<file path="src/rtl/hb_seq_pkg.sv">
package hb_seq_pkg;

    localparam int CA_W       = 48;
    localparam int CA_BYTES   = 6;
    localparam int CA_RD_BIT  = 47;
    localparam int CA_REG_BIT = 46;
    localparam int CA_LIN_BIT = 45;
    localparam int CA_UP_LSB  = 16;
    localparam int CA_UP_W    = 29;
    localparam int CA_LO_W    = 3;
    localparam int WORD_W     = 16;
    localparam int BYTE_W     = 8;

    typedef enum logic [2:0] {
        ST_IDLE,
        ST_CA,
        ST_LAT,
        ST_DATA,
        ST_END
    } seq_st_e;

    typedef struct packed {
        logic wr;
        logic rs;
        logic wrap;
    } op_t;

    // register writes must be linear; otherwise the bit is the inverse of wrap
    function automatic logic lin_bit(input op_t op);
        return (op.wr && op.rs) ? 1'b1 : !op.wrap;
    endfunction

endpackage

</file>
<file path="src/rtl/hb_ca_gen.sv">
module hb_ca_gen
    import hb_seq_pkg::*;
#(
    parameter int ADDR_W = 32
) (
    input  op_t               op,
    input  logic [ADDR_W-1:0] addr,
    input  logic [2:0]        idx,
    output logic [7:0]        ca_byte
);

    logic [CA_W-1:0]   ca;
    logic [BYTE_W-1:0] ca_slices [CA_BYTES];

    always_comb begin
        ca                         = '0;
        ca[CA_RD_BIT]              = !op.wr;
        ca[CA_REG_BIT]             = op.rs;
        ca[CA_LIN_BIT]             = lin_bit(op);
        ca[CA_UP_LSB +: CA_UP_W]   = CA_UP_W'(addr >> CA_LO_W);
        ca[CA_LO_W-1:0]            = addr[CA_LO_W-1:0];
    end

    // most significant byte leaves first
    for (genvar g = 0; g < CA_BYTES; g++) begin : g_slice
        assign ca_slices[g] = ca[CA_W-1-BYTE_W*g -: BYTE_W];
    end

    always_comb begin
        ca_byte = '0;
        for (int i = 0; i < CA_BYTES; i++) begin
            if (idx == 3'(i)) ca_byte = ca_slices[i];
        end
    end

endmodule

</file>
<file path="src/rtl/hb_lat_ctr.sv">
module hb_lat_ctr #(
    parameter int CFG_W = 4
) (
    input  logic             clk,
    input  logic             rst,
    input  logic             load,
    input  logic [CFG_W-1:0] cfg,
    input  logic             dbl,
    input  logic             run,
    output logic             last
);

    localparam int CNT_W = CFG_W + 2;

    logic [CNT_W-1:0] cnt;
    logic [CNT_W-1:0] total;

    // two internal cycles per bus clock, doubled on a high flag
    always_comb begin
        total = CNT_W'(cfg) << 1;
        if (cfg == '0) total = CNT_W'(2);
        if (dbl) total = total << 1;
    end

    always_ff @(posedge clk) begin
        if (rst) begin
            cnt <= '0;
        end else if (load) begin
            cnt <= total;
        end else if (run && cnt != '0) begin
            cnt <= cnt - CNT_W'(1);
        end
    end

    assign last = (cnt == CNT_W'(1));

endmodule

</file>
<file path="src/rtl/hb_rd_capture.sv">
module hb_rd_capture
    import hb_seq_pkg::*;
(
    input  logic              clk,
    input  logic              rst,
    input  logic              en,
    input  logic              rwds_in,
    input  logic [BYTE_W-1:0] dq_in,
    output logic              word_done,
    output logic              rd_valid,
    output logic [WORD_W-1:0] rd_data
);

    logic              rwds_d;
    logic [BYTE_W-1:0] hi_byte;
    logic              rise;

    assign rise      = en && rwds_in && !rwds_d;
    assign word_done = en && !rwds_in && rwds_d;

    always_ff @(posedge clk) begin
        if (rst) begin
            rwds_d   <= 1'b0;
            hi_byte  <= '0;
            rd_valid <= 1'b0;
            rd_data  <= '0;
        end else begin
            rwds_d   <= rwds_in;
            rd_valid <= word_done;
            if (rise) hi_byte <= dq_in;
            if (word_done) rd_data <= {hi_byte, dq_in};
        end
    end

endmodule

</file>
<file path="src/rtl/hb_seq_master.sv">
module hb_seq_master
    import hb_seq_pkg::*;
#(
    parameter int ADDR_W = 32,
    parameter int LEN_W  = 6,
    parameter int CFG_W  = 4
) (
    input  logic              clk,
    input  logic              rst,
    input  logic              req,
    input  logic              req_write,
    input  logic              req_reg,
    input  logic              req_wrap,
    input  logic [ADDR_W-1:0] req_addr,
    input  logic [LEN_W-1:0]  req_len,
    input  logic [CFG_W-1:0]  cfg_lat,
    input  logic [15:0]       wr_data,
    input  logic [1:0]        wr_be,
    output logic              wd_pop,
    output logic              rd_valid,
    output logic [15:0]       rd_data,
    output logic              ack,
    output logic              hb_cs_n,
    output logic              hb_ck,
    output logic [7:0]        hb_dq_out,
    output logic              hb_dq_oe,
    input  logic [7:0]        hb_dq_in,
    output logic              hb_rwds_out,
    output logic              hb_rwds_oe,
    input  logic              hb_rwds_in
);

    localparam logic [2:0]       CA_LAST = 3'(CA_BYTES - 1);
    localparam logic [LEN_W-1:0] ONE_W   = LEN_W'(1);

    seq_st_e            st;
    op_t                op_q;
    logic [ADDR_W-1:0]  addr_q;
    logic [CFG_W-1:0]   cfg_q;
    logic [LEN_W-1:0]   wleft;
    logic [2:0]         ca_idx;
    logic               half;
    logic               ph;
    logic [WORD_W-1:0]  wbuf;
    logic [1:0]         wbe;

    logic in_ca, in_lat, in_data, active;
    logic reg_wr, mem_wr;
    logic ca_last, lat_last, last_word;
    logic rd_word_done, word_end;
    logic [7:0] ca_byte;

    assign in_ca     = (st == ST_CA);
    assign in_lat    = (st == ST_LAT);
    assign in_data   = (st == ST_DATA);
    assign active    = in_ca || in_lat || in_data;
    assign reg_wr    = op_q.wr && op_q.rs;
    assign mem_wr    = op_q.wr && !op_q.rs;
    assign ca_last   = in_ca && (ca_idx == CA_LAST);
    assign last_word = (wleft == ONE_W);
    assign word_end  = in_data && (op_q.wr ? half : rd_word_done);

    hb_ca_gen #(.ADDR_W(ADDR_W)) u_ca (
        .op      (op_q),
        .addr    (addr_q),
        .idx     (ca_idx),
        .ca_byte (ca_byte)
    );

    hb_lat_ctr #(.CFG_W(CFG_W)) u_lat (
        .clk  (clk),
        .rst  (rst),
        .load (ca_last),
        .cfg  (cfg_q),
        .dbl  (hb_rwds_in),
        .run  (in_lat),
        .last (lat_last)
    );

    hb_rd_capture u_rd (
        .clk       (clk),
        .rst       (rst),
        .en        (in_data && !op_q.wr),
        .rwds_in   (hb_rwds_in),
        .dq_in     (hb_dq_in),
        .word_done (rd_word_done),
        .rd_valid  (rd_valid),
        .rd_data   (rd_data)
    );

    // a word is taken just before the data phase and after each second byte
    assign wd_pop = op_q.wr && ((ca_last && reg_wr) ||
                                (in_lat && lat_last) ||
                                (in_data && half && !last_word));

    always_ff @(posedge clk) begin
        if (rst) begin
            st     <= ST_IDLE;
            op_q   <= '0;
            addr_q <= '0;
            cfg_q  <= '0;
            wleft  <= '0;
            ca_idx <= '0;
            half   <= 1'b0;
            ph     <= 1'b0;
        end else begin
            unique case (st)
                ST_IDLE: begin
                    if (req) begin
                        op_q   <= '{wr: req_write, rs: req_reg, wrap: req_wrap};
                        addr_q <= req_addr;
                        cfg_q  <= cfg_lat;
                        if ((req_write && req_reg) || req_len == '0) wleft <= ONE_W;
                        else wleft <= req_len;
                        ca_idx <= '0;
                        ph     <= 1'b0;
                        st     <= ST_CA;
                    end
                end
                ST_CA: begin
                    ph     <= !ph;
                    ca_idx <= ca_idx + 3'd1;
                    if (ca_last) begin
                        half <= 1'b0;
                        st   <= reg_wr ? ST_DATA : ST_LAT;
                    end
                end
                ST_LAT: begin
                    ph <= !ph;
                    if (lat_last) begin
                        half <= 1'b0;
                        st   <= ST_DATA;
                    end
                end
                ST_DATA: begin
                    ph <= !ph;
                    if (op_q.wr) half <= !half;
                    if (word_end) begin
                        if (last_word) st <= ST_END;
                        else wleft <= wleft - ONE_W;
                    end
                end
                ST_END: st <= ST_IDLE;
                default: st <= ST_IDLE;
            endcase
        end
    end

    always_ff @(posedge clk) begin
        if (rst) begin
            wbuf <= '0;
            wbe  <= '0;
        end else if (wd_pop) begin
            wbuf <= wr_data;
            wbe  <= wr_be;
        end
    end

    assign hb_cs_n     = !active;
    assign hb_ck       = active && ph;
    assign hb_dq_oe    = in_ca || (in_data && op_q.wr);
    assign hb_dq_out   = in_ca ? ca_byte : (half ? wbuf[7:0] : wbuf[15:8]);
    assign hb_rwds_oe  = mem_wr && (in_lat || in_data);
    assign hb_rwds_out = in_data && !(half ? wbe[0] : wbe[1]);
    assign ack         = (st == ST_END);

endmodule

</file>
<file path="config.mk">
export PLATFORM = sky130hd
export DESIGN_NAME = hb_seq_master
export DESIGN_NICKNAME = d
export VERILOG_FILES = /design/src/rtl/hb_seq_pkg.sv /design/src/rtl/hb_ca_gen.sv /design/src/rtl/hb_lat_ctr.sv /design/src/rtl/hb_rd_capture.sv /design/src/rtl/hb_seq_master.sv
export SDC_FILE = /design/constraint.sdc
export NUM_CORES = 1
export LEC_CHECK = 0
export ABC_AREA = 1
export CAP_MARGIN = 20
export CELL_PAD_IN_SITES_DETAIL_PLACEMENT = 0
export CELL_PAD_IN_SITES_GLOBAL_PLACEMENT = 1
export CORE_UTILIZATION = 36
export CTS_CLUSTER_SIZE = 28
export DETAILED_ROUTE_END_ITERATION = 12
export GPL_TIMING_DRIVEN = 0
export PLACE_DENSITY = 0.88
export SYNTH_ARGS = -nofsm -noshare
export SYNTH_HDL_FRONTEND = slang
export SYNTH_SLANG_ARGS = --single-unit
</file>
<file path="constraint.sdc">
create_clock -name clk -period 2.3 [get_ports clk]
set_input_delay 0.46 -clock clk [delete_from_list [all_inputs] [get_ports clk]]
set_output_delay 0.46 -clock clk [all_outputs]
set_load 0.005 [all_outputs]
</file>
==> flow_metrics.tcl, run 1 <==
set metrics [dict create \
    status "completed" \
    vias 5156 \
    initial_utilization_pct 37.4 \
    multi_input_area_sq_mm 0.00273 \
    crit_buf_inv 4 \
    synth.avg_cell_area_sq_um 6.83 \
    crit_fanout 5 \
    critical-path-max-stage-delay_ns 0.35 \
    register_area_sq_mm 0.00207 \
    grt_pass1_wl_um 23200 \
    fmax_ghz 0.436 \
    holdCritPathClass "flop to flop" \
    die_area_sq_mm 0.0145 \
    synth_xor_area_share_pct 0.696 \
    slowest_stage "dfxtp_2" \
    syn_nets 821 \
    ys_seq_area_share_pct 41.0 \
    finalInstanceArea_sq_mm 0.00715 \
    post-route-period-util_pct 99.7 \
    setup_viol 0 \
    wire_per_inst_um 13.9 \
    worstPathArrival_ns 1.83 \
    worst-setup-path-type "flop to output pin" \
    crit_path_start_kind "flop" \
    end_kind "output pin" \
    critical-path-top-delay-family "buffers and inverters" \
    crit_required_ns 1.84 \
    fp.dieH_um 120 \
    cts.root.buffer_cell "clkbuf_16" \
    hold_end "u_rd.hi_byte[1]" \
    fin_skew_ns 0.00656 \
    r2r-end "addr_q[24]" \
    synth_cells 737 \
    filler_cell_count 1386 \
    dpl.hpwl_um 10600 \
    dpl-instance-area_sq_mm 0.00629 \
    tightestPinTransition_ns 0.654 \
    whs_path_depth 2 \
    hold_viol_final 0 \
    relSlewSlack_pct 56.4 \
    h-tree-depth 3 \
    cts_buffer_depth 2 \
    final.min_clock_period_ns 2.29 \
    drive_gt1_share_pct 17.0 \
    synth_top_family_by_area "simple AND/OR/NAND/NOR gates" \
    grt_usage_pct 20.7 \
    diodes 0 \
    clkSinkCount 103 \
    p_leak_nw 2.98 \
    drt_iter0_drc 290 \
    peakVddDrop_uv 709 \
    cts_tree "built" \
    nNetsFinal 962 \
    overflow 0 \
    maxSlewViolCount 0 \
    preCtsSetupSlack_ns -0.313 \
    synth_cell_types 29 \
    io_buffer_count 104 \
    grt_pass1_vias 4775 \
    gp_congestion 0.845 \
    hold_buffers 0 \
    num_rows 42 \
    power.density_mw_per_mm2 957 \
    syn2layout_area_growth_pct 42.2 \
    clock_latency_ns 0.36 \
    ant_nets 0 \
    reg2reg_from "st[2]" \
    antenna_found_initial 0 \
    synth_mux_area_share_pct 0 \
    synth_adder_area_share_pct 2.24 \
    drc 0 \
    min-delay-start "u_rd.hi_byte[1]" \
    path_clk_slew_ns 0.08 \
    syn-cell-area_sq_mm 0.00503 \
    rsz0062_at_grt "true" \
    synth-seq-cells 103 \
    ioPinCount 107 \
    rrSetupSlack_ns 0.48 \
    cts_buffers 9 \
    core_sq_mm 0.0135 \
    viasPerCell 4.87 \
    grt_max_degree 20 \
    dr.pass1.iters 5 \
    final_core_util_pct 53.2 \
    crit_chain "buf_4 > ha_2 > nand2_2 > buf_8 > buf_4 > o21ai_1 > a21oi_1 > o21ai_1 > buf_2" \
    totalWireLength_um 14700 \
    ys_warn_count 0 \
    synth-simple-area-share_pct 26.6 \
    die_width_um 120 \
    r2r_cells 8 \
    worst_slack_ns 0.00707 \
    cap_violations 0 \
    synth-compound-area-share_pct 19.5 \
]
-- tightest hold or removal path: stages (launching register included) --
cell     delay, ns
dfxtp_1       0.31
inv_1         0.05
a21oi_1       0.04
-- how the worst max path moves through the flow --
stage / start / to / slack [ns] / depth (start not counted)
floorplan: ca_idx[1] / wd_pop / 0.51 / 9
global placement: ca_idx[1] / hb_dq_out[4] / -0.33 / 8
detailed placement: ca_idx[0] / hb_dq_out[7] / -0.31 / 8
CTS: st[1] / wd_pop / -0.04 / 9
global route: ca_idx[1] / hb_dq_out[2] / -0.05 / 11
finish: ca_idx[1] / hb_dq_out[7] / 0.007 / 9
-- cell usage after synthesis --
cell type,n,area [sq um]
nand2_1,146,548
o21ai_0,46,230
nand3b_1,18,135
clkbuf_1,23,86.3
nor2_4,2,22.5
buf_2,12,60.1
nor3_1,2,10.0
o211ai_1,5,37.5
buf_1,1,3.75
dfxtp_1,103,2060
nand3_2,3,30.0
nand2_2,2,12.5
a211oi_1,1,7.51
o32ai_1,3,26.3
nand4_1,3,18.8
ha_1,9,113
buf_4,4,30.0
a21boi_1,1,7.51
inv_2,7,26.3
nor2_1,77,289
o21ai_1,20,100
xnor2_1,1,8.76
nor2_2,5,31.3
a21oi_1,109,546
o22ai_1,4,25.0
inv_1,79,297
nand3_1,47,235
xor2_1,3,26.3
or2_2,1,6.26
-- where the power goes --
part | internal, mW | switching [mW]
Combinational | 1.24 | 1.79
Clock | 0.869 | 0.750
Sequential | 2.06 | 0.132
Total | 4.17 | 2.67
-- flip-flops by register name, indices dropped and copies added (netlist names) --
name and cells:
addr_q 32, ca_idx 3, cfg_q 4, half 1
op_q 3, ph 1, st 3, u_lat.cnt 6
u_rd.hi_byte 8, u_rd.rd_data 16, u_rd.rd_valid 1, u_rd.rwds_d 1
wbe 2, wbuf 16, wleft 6
-- per-layer routing --
metal  up-vias  wire length, um  global-route usage [%]
li1       2694                -                       -
met1      2323             6930                    26.8
met2       126             7010                    34.9
met3        13              597                    4.43
met4         0              140                    5.02
met5         -                0                       0
-- stage by stage --
step | instances | TNS [ns] | power, mW | hold slack, ns
after floorplan | 737 | 0 | 3.80 | 0.424
after global placement | 1017 | -4.27 | 4.60 | 0.436
after detailed placement | 1017 | -4.55 | 4.62 | 0.439
after CTS | 1059 | -0.129 | 6.70 | 0.451
after global routing | 1059 | -0.105 | 7.30 | 0.466
final | 1059 | 0 | 6.85 | 0.446
-- repair_timing --
| action | 4_1_cts | 5_1_grt |
|---|---|---|
| buffers inserted | 28 | 1 |
| endpoints found under the setup margin | 10 | 12 |
| pin swaps | 23 | 25 |
| resized for setup | 105 | 50 |
| gates cloned | 0 | 0 |
-- layout by cell type (no fill, tap or decap), types with 5 or more instances in the layout --
master / instances
dfxtp_1: 96
clkbuf_1: 17
nand3b_1: 18
inv_2: 11
inv_1: 71
dfxtp_2: 6
nand2_2: 7
buf_6: 10
o21ai_1: 30
nor2_4: 6
nand2_1: 135
clkbuf_16: 9
buf_2: 16
o211ai_1: 5
a21oi_2: 5
clkdlybuf4s50_1: 93
a21oi_1: 103
nand2_4: 6
nor2_2: 11
nor2_1: 67
buf_4: 23
o21ai_0: 33
nand3_1: 45
-- cells by family (layout without fill, tap and decap cells) --
group | after synthesis | in the layout
buffers and inverters | 126 | 272
AO/OA/AOI/OAI | 189 | 189
flip-flops | 103 | 103
XOR/XNOR | 4 | 4
AND/OR/NAND/NOR | 306 | 306
adder cells (fa/ha/maj) | 9 | 9
-- cell type report --
class,count,share of cell area (%)
Multi-Input combinational cell,508,38.2
Sequential cell,103,29.0
Timing Repair Buffer,132,17.6
Inverter,86,4.69
Clock buffer,9,3.15
Buffer,38,3.13
Tap cell,176,3.08
Clock inverter,7,1.21
(Power assumes the default switching activity.)
==> run 2, diff against run 1 <==
--- a/config.mk
+++ b/config.mk
@@ -14,6 +14,7 @@
 export DETAILED_ROUTE_END_ITERATION = 12
 export GPL_TIMING_DRIVEN = 0
 export PLACE_DENSITY = 0.88
+export RECOVER_POWER = 100
 export SYNTH_ARGS = -nofsm -noshare
 export SYNTH_HDL_FRONTEND = slang
 export SYNTH_SLANG_ARGS = --single-unit
==> flow_metrics.tcl, run 2 (synthesis results as in run 1) <==
set metrics [dict create \
    peakVddDrop_uv 708 \
    cap_violations 0 \
    cts.root.buffer_cell "clkbuf_16" \
    clock_latency_ns 0.36 \
    finalInstanceArea_sq_mm 0.00712 \
    overflow 0 \
    finalPower_mw 6.80 \
    fp.dieH_um 120 \
    holdCritPathClass "flop to flop" \
    cts_tree "built" \
    status "completed" \
    maxSlewViolCount 0 \
    path_clk_slew_ns 0.08 \
    largest_reg_flops 32 \
    p_leak_nw 3.00 \
    h-tree-depth 3 \
    setup_viol 0 \
    grt_pass1_wl_um 23200 \
    ioPinCount 107 \
    worstPathArrival_ns 1.83 \
    io_buffer_count 104 \
    dpl-instance-area_sq_mm 0.00629 \
    drive_gt1_share_pct 15.6 \
    drt_iter0_drc 331 \
    dpl.hpwl_um 10600 \
    grt_max_degree 20 \
    crit_chain "buf_4 > ha_2 > nand2_2 > buf_8 > buf_4 > o21ai_1 > a21oi_1 > o21ai_1 > buf_2" \
    antenna_found_initial 0 \
    final_core_util_pct 52.9 \
    fin_skew_ns 0.00715 \
    hold_buffers 0 \
    totalWireLength_um 14500 \
    num_rows 42 \
    diodes 0 \
    slowest_stage "dfxtp_2" \
    grt_pass1_vias 4775 \
    syn2layout_area_growth_pct 41.5 \
    fmax_ghz 0.438 \
    top_regs "addr_q (32), u_rd.rd_data (16), wbuf (16)" \
    critical-path-max-stage-delay_ns 0.35 \
    hold_viol_final 0 \
    drc 0 \
    power.density_mw_per_mm2 955 \
    grt_usage_pct 20.7 \
    wire_per_inst_um 13.7 \
    clkSinkCount 103 \
    end_kind "output pin" \
    crit_required_ns 1.84 \
    final_common_cell "nand2_1" \
    largest_register "addr_q" \
    initial_utilization_pct 37.4 \
    dr.pass1.iters 4 \
    worst-setup-path-type "flop to output pin" \
    rrSetupSlack_ns 0.16 \
    vias 5114 \
    crit_path_start_kind "flop" \
    crit_fanout 5 \
    cts_buffers 9 \
    rsz0062_at_grt "true" \
    die_width_um 120 \
    relSlewSlack_pct 50.4 \
    whs_ns 0.447 \
    cts_buffer_depth 2 \
    tightestPinTransition_ns 0.745 \
    gp_congestion 0.845 \
    viasPerCell 4.83 \
    post-route-period-util_pct 99.4 \
    final_cell_mix "137 x nand2_1, 103 x a21oi_1, 98 x dfxtp_1, 75 x clkdlybuf4s50_1, 72 x inv_1" \
    final.min_clock_period_ns 2.29 \
    die_area_sq_mm 0.0145 \
    ant_nets 0 \
    nNetsFinal 962 \
    core_sq_mm 0.0135 \
]
-- run 2: cell count changes in the layout (fill, tap and decap cells not counted), sizes merged --
| cell | before | now |
|---|---|---|
| clkdlybuf4s50 | 93 | 75 |
| buf | 52 | 45 |
| clkdlybuf4s25 | 0 | 2 |
| clkbuf | 31 | 38 |
| dlygate4sd3 | 0 | 18 |
| dlymetal6s2s | 3 | 1 |
-- run 2: routing by layer --
metal | wire length [um] | vias up | track usage [%]
met5 | 0 | - | 0
met4 | 150 | 0 | 5.02
met3 | 743 | 12 | 4.43
met2 | 6930 | 113 | 34.9
met1 | 6730 | 2300 | 26.8
li1 | - | 2689 | -
-- run 2: worst paths after layout --
kind                                       from         endpoint  depth (start not counted)
worst max-delay path                  ca_idx[1]     hb_dq_out[7]                          9
worst min-delay path            u_rd.hi_byte[1]  u_rd.hi_byte[1]                          2
worst max register to register            st[0]          wbuf[9]                         10
worst min register to register  u_rd.hi_byte[1]  u_rd.hi_byte[1]                          2
-- run 2: power by group --
group | internal, mW | switching, mW
combinational | 1.23 | 1.77
sequential | 2.06 | 0.131
clock | 0.869 | 0.746
-- run 2: critical path: cells and delay by family, from the launching register on --
kind                       cells  cell delay, ns
buffers and inverters          4            0.53
DFF                            1            0.35
AOI/OAI and AO/OA              3            0.34
adders and majority gates      1            0.17
and+or+nand+nor                1            0.07
-- run 2: stage by stage --
stage / std cells / setup slack, ns / setup TNS [ns]
2_1_floorplan: 737 / 0.514 / 0
3_3_place_gp: 1017 / -0.335 / -4.27
3_5_place_dp: 1017 / -0.313 / -4.55
4_1_cts: 1059 / -0.0422 / -0.129
5_1_grt: 1059 / -0.0528 / -0.399
6_report: 1059 / 0.0145 / 0
-- run 2: what timing repair did --
action	4_1_cts	5_1_grt
gates cloned	0	0
endpoints found under the setup margin	10	12
pin swaps	23	25
setup buffers	28	1
gates resized for setup	105	50
-- run 2: area by class of cell --
type                            count  area [sq um]
Tap cell                          176           220
Clock inverter                      7          86.3
Sequential cell                   103          2070
Timing Repair Buffer              132          1250
Multi-Input combinational cell    508          2710
Fill cell                        1397          6330
Inverter                           86           335
Buffer                             38           223
Clock buffer                        9           225
==> run 3, diff against run 2 <==
--- a/config.mk
+++ b/config.mk
@@ -13,7 +13,7 @@
 export CTS_CLUSTER_SIZE = 28
 export DETAILED_ROUTE_END_ITERATION = 12
 export GPL_TIMING_DRIVEN = 0
-export PLACE_DENSITY = 0.88
+export PLACE_DENSITY = 0.81
 export RECOVER_POWER = 100
 export SYNTH_ARGS = -nofsm -noshare
 export SYNTH_HDL_FRONTEND = slang
==> flow_metrics.tcl, run 3 (synthesis results as in run 1) <==
set metrics [dict create \
    status "finished, violations left" \
    violations "setup timing" \
    register_area_sq_mm 0.00207 \
    cts_tree "built" \
    fp.dieH_um 120 \
    maxSlewViolCount 0 \
    io_buffer_count 104 \
    cts_buffers 9 \
    power.density_mw_per_mm2 969 \
    cts_buffer_depth 2 \
    final_cell_mix "140 x nand2_1, 98 x a21oi_1, 97 x dfxtp_1, 75 x inv_1, 74 x clkdlybuf4s50_1" \
    initial_utilization_pct 37.4 \
    crit_buf_inv 3 \
    cts.root.buffer_cell "clkbuf_16" \
    p_sw_share_pct 38.9 \
    drive_gt1_share_pct 15.2 \
    relSlewSlack_pct 55.4 \
    overflow 0 \
    rsz0062_at_grt "true" \
    path_clk_slew_ns 0.07 \
    antenna_found_initial 0 \
    fin_skew_ns 0.00734 \
    crit_chain "inv_4 > ha_4 > buf_12 > nor2_4 > nand2_4 > o22ai_1 > a21oi_2 > o21ai_2 > dlygate4sd2_1" \
    top_regs "addr_q (32), u_rd.rd_data (16), wbuf (16)" \
    p_int_mw 4.20 \
    end_kind "output pin" \
    drt_iter0_drc 335 \
    largest_register "addr_q" \
    p_leak_nw 3.00 \
    core_sq_mm 0.0135 \
    grt_pass1_vias 5058 \
    r2r-end "wbuf[8]" \
    clkPwrFrac_pct 22.8 \
    grt_pass1_wl_um 24100 \
    dpl.hpwl_um 10900 \
    grt_usage_pct 21.1 \
    worst_slack_ns -0.139 \
    tightestPinTransition_ns 0.670 \
    syn2layout_area_growth_pct 41.0 \
    filler_cell_count 1347 \
    hold_buffers 0 \
    crit_required_ns 1.84 \
    diodes 0 \
    hold_end "u_rd.hi_byte[0]" \
    worst-setup-path-type "flop to output pin" \
    power_frac_comb_pct 45.1 \
    final_common_cell "nand2_1" \
    critical-path-top-delay-family "compound AO/OA/AOI/OAI gates" \
    wire_per_inst_um 14.2 \
    multi_input_area_sq_mm 0.00269 \
    vias 5291 \
    hold_viol_final 0 \
    worstPathArrival_ns 1.98 \
    r2r_cells 12 \
    post-route-period-util_pct 106 \
    viasPerCell 5.00 \
    rrSetupSlack_ns 0.07 \
    drc 0 \
    reg2reg_from "ca_idx[0]" \
    h-tree-depth 3 \
    min-delay-start "u_rd.hi_byte[0]" \
    totalWireLength_um 15000 \
    die_width_um 120 \
    peakVddDrop_uv 525 \
    ant_nets 0 \
    crit_path_start_kind "flop" \
    grt_max_degree 19 \
    slowest_stage "dfxtp_2" \
    finalPower_mw 6.87 \
    critical-path-max-stage-delay_ns 0.35 \
    crit_fanout 8 \
    die_area_sq_mm 0.0145 \
    ioPinCount 107 \
    setup_viol 6 \
    holdCritPathClass "flop to flop" \
    preCtsSetupSlack_ns -0.340 \
    clkSinkCount 103 \
    largest_reg_flops 32 \
    fmax_ghz 0.410 \
    final.min_clock_period_ns 2.44 \
    whs_path_depth 2 \
    num_rows 42 \
    seqPwrFrac_pct 32.1 \
    clock_latency_ns 0.35 \
    dr.pass1.iters 5 \
    gp_congestion 0.810 \
    cap_violations 0 \
    nNetsFinal 961 \
    p_sw_mw 2.68 \
]
-- run 3: power groups by stage --
stage / clock [mW] / combinational, mW / sequential (mW)
final: 1.56 / 3.10 / 2.20
after global routing: 1.68 / 3.42 / 2.23
after CTS: 1.59 / 2.92 / 2.20
after detailed placement: 0 / 2.41 / 2.22
after global placement: 0 / 2.38 / 2.21
after floorplan: 0 / 1.62 / 2.18
-- run 3: final cells by class --
class	count	area share [%]
plain buffers	38	3.12
inverters	86	4.73
repair buffers	131	17.6
flip-flops and latches	103	29.2
multi-input cells	508	37.9
clock inverters	7	1.09
clock buffers	9	3.17
well taps	176	3.10
-- run 3: tightest hold or removal path: stages, from the launching register on --
cell and delay [ns]:
dfxtp_1 0.31, inv_1 0.05, a21oi_1 0.05
-- run 3: worst max-delay path by stage --
stage | start | endpoint | depth (start not counted)
2_1_floorplan | ca_idx[1] | wd_pop | 9
3_3_place_gp | ca_idx[0] | hb_dq_out[7] | 8
3_5_place_dp | ca_idx[0] | hb_dq_out[7] | 8
4_1_cts | ca_idx[1] | hb_dq_out[0] | 11
5_1_grt | ca_idx[1] | hb_dq_out[7] | 9
6_report | ca_idx[1] | hb_dq_out[7] | 9
-- run 3: repair_timing --
action | 4_1_cts | 5_1_grt
pin swaps | 19 | 17
resized for setup | 104 | 37
endpoints found under the setup margin | 11 | 11
setup buffers | 25 | 2
-- run 3: through the flow --
step / cell area (sq um) / hold slack, ns / utilization (%) / instances / TNS, ns
final: 7090 / 0.449 / 52.7 / 1058 / -0.426
after global routing: 7090 / 0.474 / 52.7 / 1058 / -2.55
after CTS: 7040 / 0.451 / 52.3 / 1056 / -0.278
after detailed placement: 6290 / 0.439 / 46.8 / 1017 / -7.36
after global placement: 6290 / 0.438 / 46.8 / 1017 / -5.93
after floorplan: 5030 / 0.424 / - / 737 / 0
-- run 3: routing by layer --
layer / part of all wire (%) / routed length (um) / global-route usage (%)
met5: 0 / 0 / 0
met1: 47 / 7050 / 27.2
met4: 1.6 / 245 / 5.32
met3: 5.4 / 818 / 5.05
met2: 46 / 6940 / 35.6
